===== config.mk =====
export PLATFORM = sky130hd
export DESIGN_NAME = uart_dbuf_tx
export DESIGN_NICKNAME = d
export VERILOG_FILES = /design/src/rtl/uart_dbuf_tx.sv
export SDC_FILE = /design/constraint.sdc
export NUM_CORES = 1
export LEC_CHECK = 0
export CAP_MARGIN = 20
export CORE_MARGIN = 2
export CORE_UTILIZATION = 40
export CTS_CLUSTER_DIAMETER = 80
export DETAILED_ROUTE_END_ITERATION = 12
export HOLD_SLACK_MARGIN = 0.08
export PLACE_DENSITY = 0.6
export SLEW_MARGIN = 40
export SYNTH_ARGS = -nofsm -noshare
export SYNTH_HDL_FRONTEND = slang
export SYNTH_SLANG_ARGS = --single-unit

===== constraint.sdc =====
create_clock -name clk -period 2 [get_ports clk]
set_clock_uncertainty 0.1 [all_clocks]
set_input_delay 0.4 -clock clk [delete_from_list [all_inputs] [get_ports clk]]
set_output_delay 0.4 -clock clk [all_outputs]
set_load 0.02 [all_outputs]

===== src/rtl/uart_dbuf_tx.sv =====
module uart_dbuf_tx #(
  parameter int DIV_W     = 8,
  parameter int SLOW_PRE  = 64,
  parameter int FAST_PRE  = 16,
  localparam int PW = $clog2(SLOW_PRE > FAST_PRE ? SLOW_PRE : FAST_PRE) + 1
) (
  input  logic             clk,
  input  logic             rst_n,
  input  logic             data_we,
  input  logic [7:0]       data_in,
  input  logic             ctrl_we,
  input  logic [4:0]       ctrl_in,
  input  logic             div_we,
  input  logic [DIV_W-1:0] div_in,
  output logic             tx,
  output logic             buf_empty,
  output logic             shift_empty,
  output logic             irq
);

  logic [4:0]       ctrl_r;
  logic [DIV_W-1:0] div_r, bc;
  logic [PW-1:0]    pc;
  logic [7:0]       hold;
  logic             hold_full, busy;
  logic [10:0]      sh;
  logic [3:0]       left;

  wire en    = ctrl_r[0];
  wire nine  = ctrl_r[1];
  wire b8    = ctrl_r[2];
  wire fast  = ctrl_r[3];
  wire ien   = ctrl_r[4];

  wire [PW-1:0] lim = fast ? PW'(FAST_PRE - 1) : PW'(SLOW_PRE - 1);
  wire tick      = pc >= lim;
  wire shift_now = busy && tick && (bc == '0);
  wire last      = left == 4'd1;
  wire load      = en && hold_full && (!busy || (shift_now && last));

  always_ff @(posedge clk) begin
    if (!rst_n) begin
      ctrl_r    <= '0;
      div_r     <= '0;
      bc        <= '0;
      pc        <= '0;
      hold      <= '0;
      hold_full <= 1'b0;
      busy      <= 1'b0;
      sh        <= '1;
      left      <= '0;
    end else begin
      if (ctrl_we) ctrl_r <= ctrl_in;
      if (div_we)  div_r  <= div_in;
      if (!en) begin
        hold_full <= 1'b0;
        busy      <= 1'b0;
      end else begin
        if (load) begin
          busy <= 1'b1;
          sh   <= nine ? {1'b1, b8, hold, 1'b0} : {2'b11, hold, 1'b0};
          left <= nine ? 4'd11 : 4'd10;
          pc   <= '0;
          bc   <= div_r;
        end else if (busy) begin
          if (tick) begin
            pc <= '0;
            if (bc == '0) begin
              bc   <= div_r;
              sh   <= {1'b1, sh[10:1]};
              left <= left - 4'd1;
              if (last) busy <= 1'b0;
            end else begin
              bc <= bc - 1'b1;
            end
          end else begin
            pc <= pc + 1'b1;
          end
        end
        if (data_we) begin
          hold      <= data_in;
          hold_full <= 1'b1;
        end else if (load) begin
          hold_full <= 1'b0;
        end
      end
    end
  end

  assign tx          = busy ? sh[0] : 1'b1;
  assign buf_empty   = !hold_full;
  assign shift_empty = !busy;
  assign irq         = buf_empty && ien;

  p_start_low_r1: assert property (@(posedge clk) disable iff (!rst_n)
    $rose(busy) |-> !tx);

  p_write_fills_r3: assert property (@(posedge clk) disable iff (!rst_n)
    (data_we && en) |=> !buf_empty);

  p_transfer_r3: assert property (@(posedge clk) disable iff (!rst_n)
    (en && hold_full && !busy) |=> (busy && !tx));

  p_back_to_back_r5: assert property (@(posedge clk) disable iff (!rst_n)
    (en && hold_full && shift_now && last) |=> (busy && !tx));

  p_prescale_r6: assert property (@(posedge clk) disable iff (!rst_n)
    busy |-> (pc < PW'(SLOW_PRE)));

  p_off_idle_r9: assert property (@(posedge clk) disable iff (!rst_n)
    !en |=> (buf_empty && shift_empty && tx));

endmodule


==> Implementation_results.wiki, run 1 <==
{| class="wikitable"
! Metric !! Value
|-
| Worst EP required || 2.10 ns
|-
| Violated checks || negative setup slack
|-
| Peak Freq || roughly 490 MHz
|-
| Number of global-route vias before repair || about 1,800
|-
| DPL Wire Length || between 3 and 4 mm
|-
| Count of endpoints failing setup in the final report || 9
|-
| Type of element launching the critical path || flop
|-
| Switching Share || 0.2363
|-
| Height of the chip || just over 80 um
|-
| All-Layer GR Usage || 0.1668
|-
| Post-route non-filler standard cell count || 402
|-
| Number of inserted diodes || 0
|-
| Starting utilization of the core area || 0.4131
|-
| Shortest period the worst path allows || 2.056 ns
|-
| Iter 0 DRT Violations || between 70 and 80
|-
| Share of total power in sequential cells || 0.570
|-
| Root cell of the clock tree || sky130_fd_sc_hd__clkbuf_8
|-
| Number of input and output port buffers inserted || 29
|-
| Placed Instances || 393
|-
| Distinct cell type count of the synthesized netlist || 44
|-
| Max Fanout on Critical Path || 6
|-
| Clock latency at the later pin of the worst-skew pair || about 0.31 ns
|-
| Start of the worst register-to-register path || ctrl_r[3]
|-
| Post-route clock period utilization || 1.028
|-
| Die span in x || ~82 um
|-
| Setup repair after global routing missed its margin || true
|-
| Post-synth ARST share || 0
|-
| Cells after synthesis || 270
|-
| Clock slew at reported path FFs || roughly 0.090 ns
|-
| Post-Route Setup TNS || -0.4618 ns
|-
| Area post-placement || approximately 0.0030 sq mm
|-
| Layout cells sized above 1 || 0.1957
|-
| Syn Nets || 303
|-
| Ys Warns || 0
|-
| Top-Level Pins || 30
|-
| Reg-to-reg setup timing slack || -0.06 ns
|-
| Peak supply drop || 0.2957 mV
|-
| Crit Path Class || flop to flop
|-
| Total routed wirelength || approximately 5.3 mm
|-
| Via-to-Cell Ratio || between 5 and 6
|-
| Worst hold path class || flop to flop
|-
| Total power per unit cell area || 583.2 mW/mm^2
|-
| Number of flops mapped to enable cells by yosys || 0
|-
| Relative contribution of combinational cells to total power || 0.098
|-
| Avg Synthesized Cell Area || 9.060 sq um
|-
| Filler Cells Inserted || about 560
|-
| Crit path DAT || 2.16 ns
|-
| CTS tree || yes
|-
| Seq/Total Area, Yosys || 0.4256
|-
| Core region area || between 0.005 and 0.006 sq mm
|-
| Residual DRC || 0
|-
| Leakage power || about 1.3 nW
|-
| H-tree depth reported by CTS || 2
|-
| Number of buffers created by CTS || 5
|-
| Number of pins with negative max-slew slack in the final report || 0
|-
| Net switching component of the power || between 0.4 and 0.5 mW
|-
| Total vias in the final route || 2,074
|-
| Summed instance area of the synthesized netlist || approximately 0.0024 sq mm
|-
| Launch point of the worst path || ctrl_r[3]
|-
| Antenna-violating nets left || 0
|-
| Flip-flop and latch count after synthesis || 52
|-
| End-of-flow core utilization || 0.5469
|-
| Row count || 28
|-
| Actual transition at the worst max-transition pin || ~0.45 ns
|-
| Headroom to the max-slew limit || 0.6941
|-
| Initial antenna violation count || 0
|-
| Crit path capture || sh[5]
|-
| Pin count of the biggest net entering global routing || 46
|-
| Depth of the most critical reg-to-reg path || 7
|-
| Global route total overflow || 0
|-
| End of the worst register-to-register path || sh[5]
|-
| Total Die Area || 0.006757 sq mm
|-
| Area Overhead vs Synth || 32.38%
|-
| Pint || 1.442 mW
|-
| Final hold violation count || 0
|-
| First-pass GRT wire length || between 8 and 9 mm
|-
| Run status || finished, violations left
|-
| Clock sink total || 52
|-
| Clock network fraction of design power || 0.333
|-
| Fin area || around 0.0032 sq mm
|-
| Type of destination of the critical path || flop
|-
| Max-capacitance violation count || 0
|-
| Final layout net count || approximately 360
|-
| Final critical-path setup slack || -0.05583 ns
|-
| Global placement routability congestion || roughly 0.8
|-
| Routed length per placed instance || ~13 um
|-
| Top flip-flop cell by instance count after synthesis || sky130_fd_sc_hd__dfxtp_1
|-
| Worst-case clock buffer depth || 2
|-
| Detailed-routing iteration count for the pre-antenna-repair pass || 4
|}
-- cells in the final DEF, fill, tap and decap left out, types with 2 or more instances in the layout --
cell and instances:
sky130_fd_sc_hd__a211oi_2 2, sky130_fd_sc_hd__a21boi_0 9, sky130_fd_sc_hd__a21boi_1 2, sky130_fd_sc_hd__a21oi_1 9, sky130_fd_sc_hd__a221o_1 8, sky130_fd_sc_hd__a31oi_1 2
sky130_fd_sc_hd__a41oi_1 3, sky130_fd_sc_hd__and3_1 4, sky130_fd_sc_hd__buf_4 31, sky130_fd_sc_hd__buf_6 4, sky130_fd_sc_hd__clkbuf_8 6, sky130_fd_sc_hd__clkdlybuf4s50_1 25
sky130_fd_sc_hd__clkinv_2 2, sky130_fd_sc_hd__dfxtp_1 50, sky130_fd_sc_hd__dfxtp_2 2, sky130_fd_sc_hd__dlygate4sd2_1 2, sky130_fd_sc_hd__dlymetal6s2s_1 2, sky130_fd_sc_hd__ha_1 6
sky130_fd_sc_hd__inv_1 15, sky130_fd_sc_hd__mux2i_1 13, sky130_fd_sc_hd__nand2_1 25, sky130_fd_sc_hd__nand3_1 8, sky130_fd_sc_hd__nand3b_1 3, sky130_fd_sc_hd__nand4_1 7
sky130_fd_sc_hd__nor2_1 18, sky130_fd_sc_hd__nor2b_1 15, sky130_fd_sc_hd__nor3_1 3, sky130_fd_sc_hd__nor3_4 2, sky130_fd_sc_hd__o21a_1 4, sky130_fd_sc_hd__o21ai_0 7
sky130_fd_sc_hd__o21ai_1 7, sky130_fd_sc_hd__o221a_1 2, sky130_fd_sc_hd__o221a_2 2, sky130_fd_sc_hd__xnor2_1 2, sky130_fd_sc_hd__xor2_1 6
-- layout make-up --
class / instances / area [sq um] / share of cell area
clock buffer: 6 / 82.58 / 0.02550
clock inverter: 2 / 10.01 / 0.003091
inverter: 15 / 56.30 / 0.01739
multi-input combinational: 187 / 1361 / 0.4204
sequential: 52 / 1044 / 0.3223
tap: 75 / 93.84 / 0.02898
timing repair buffer: 65 / 590.6 / 0.1824
-- layer usage --
layer,track usage,wire length (um)
met1,0.2296,2765
met2,0.2500,2265
met3,0.03804,164
met4,0.07000,85
met5,0,0
-- critical path, cell delays in order, from the launching register on --
cell and delay, ns:
sky130_fd_sc_hd__dfxtp_2 0.35, sky130_fd_sc_hd__ha_1 0.28, sky130_fd_sc_hd__nand3b_1 0.13, sky130_fd_sc_hd__o311a_4 0.38, sky130_fd_sc_hd__nor3_4 0.23, sky130_fd_sc_hd__buf_6 0.16
sky130_fd_sc_hd__o21ai_1 0.06, sky130_fd_sc_hd__a221o_1 0.26
-- per-stage QoR --
step	hold WS, ns	setup WS [ns]	total power [mW]
floorplan	0.3436	-0.02816	1.192
global placement	0.3584	-0.09512	1.280
detailed placement	0.3633	-0.1859	1.282
CTS	0.3758	-0.03179	1.907
global route	0.3976	-0.1570	1.967
finish	0.3708	-0.05583	1.888
-- worst min-delay path by stage --
stage            start       to  slack [ns]  cells after the start
3_5_place_dp   hold[0]  hold[0]        0.36                      2
2_1_floorplan  hold[5]  hold[5]        0.34                      2
5_1_grt        hold[1]  hold[1]        0.40                      2
6_report       hold[0]  hold[0]        0.37                      2
3_3_place_gp   hold[6]  hold[6]        0.36                      2
4_1_cts        hold[0]  hold[0]        0.38                      2
-- registers in the layout, indices dropped and copies added (netlist names) --
register and count:
ctrl_r 5, hold_full 1, div_r 8, pc 7
bc 8, busy 1, left 4, sh 10
hold 8
-- synth_stat cells (2+ instances only) --
cell                       count  area [sq um]
sky130_fd_sc_hd__a211oi_1      2         15.01
sky130_fd_sc_hd__a21boi_0      9         67.56
sky130_fd_sc_hd__a21boi_1      2         15.01
sky130_fd_sc_hd__a21oi_1       9         45.04
sky130_fd_sc_hd__a221o_1       8         80.08
sky130_fd_sc_hd__a31oi_1       2         12.51
sky130_fd_sc_hd__a41oi_1       3         26.28
sky130_fd_sc_hd__and3_1        4         25.02
sky130_fd_sc_hd__buf_2         4         20.02
sky130_fd_sc_hd__clkbuf_1     11         41.29
sky130_fd_sc_hd__dfxtp_1      52          1041
sky130_fd_sc_hd__ha_1          7         87.58
sky130_fd_sc_hd__inv_1        15         56.30
sky130_fd_sc_hd__mux2i_1      13         130.1
sky130_fd_sc_hd__nand2_1      26         97.59
sky130_fd_sc_hd__nand3_1       8         40.04
sky130_fd_sc_hd__nand3b_1      3         22.52
sky130_fd_sc_hd__nand4_1       7         43.79
sky130_fd_sc_hd__nor2_1       19         71.32
sky130_fd_sc_hd__nor2b_1      15         93.84
sky130_fd_sc_hd__nor3_1        3         15.01
sky130_fd_sc_hd__nor3b_1       2         15.01
sky130_fd_sc_hd__o21a_1        4         30.03
sky130_fd_sc_hd__o21ai_0      11         55.05
sky130_fd_sc_hd__o21ai_1       3         15.01
sky130_fd_sc_hd__o221a_1       2         22.52
sky130_fd_sc_hd__o221a_2       2         22.52
sky130_fd_sc_hd__o311a_1       2         20.02
sky130_fd_sc_hd__xnor2_1       2         17.52
sky130_fd_sc_hd__xor2_1        6         52.55
-- power by group through the flow --
stage / Sequential [mW] / Clock, mW / Combinational, mW
2_1_floorplan: 1.09 / 0 / 0.0980
3_3_place_gp: 1.10 / 0 / 0.182
3_5_place_dp: 1.10 / 0 / 0.183
4_1_cts: 1.08 / 0.646 / 0.185
5_1_grt: 1.08 / 0.681 / 0.206
6_report: 1.08 / 0.628 / 0.184
-- kinds of logic (layout without fill, tap and decap cells) --
| group | Yosys count | in the layout | share of synthesized area |
|---|---|---|---|
| AOI/OAI and AO/OA | 67 | 67 | 0.2051 |
| DFF | 52 | 52 | 0.4256 |
| and+or+nand+nor | 92 | 92 | 0.2005 |
| adders and majority gates | 7 | 7 | 0.03580 |
| buffers and inverters | 31 | 88 | 0.05115 |
| muxes | 13 | 13 | 0.05319 |
| xor gates and xnor gates | 8 | 8 | 0.02865 |
-- repair_timing --
action	4_1_cts	5_1_grt
hold buffers	0	0
gates resized for setup	14	12
buffers inserted	0	1
pin swaps	3	2
setup endpoints to repair	13	29
Power figures use the tool's default switching activity.
==> run 2: changes to the inputs <==
- CAP_MARGIN: 20 -> 30
==> results of run 2 <==
The final DEF is identical to that of run 1; final timing and power are the same.
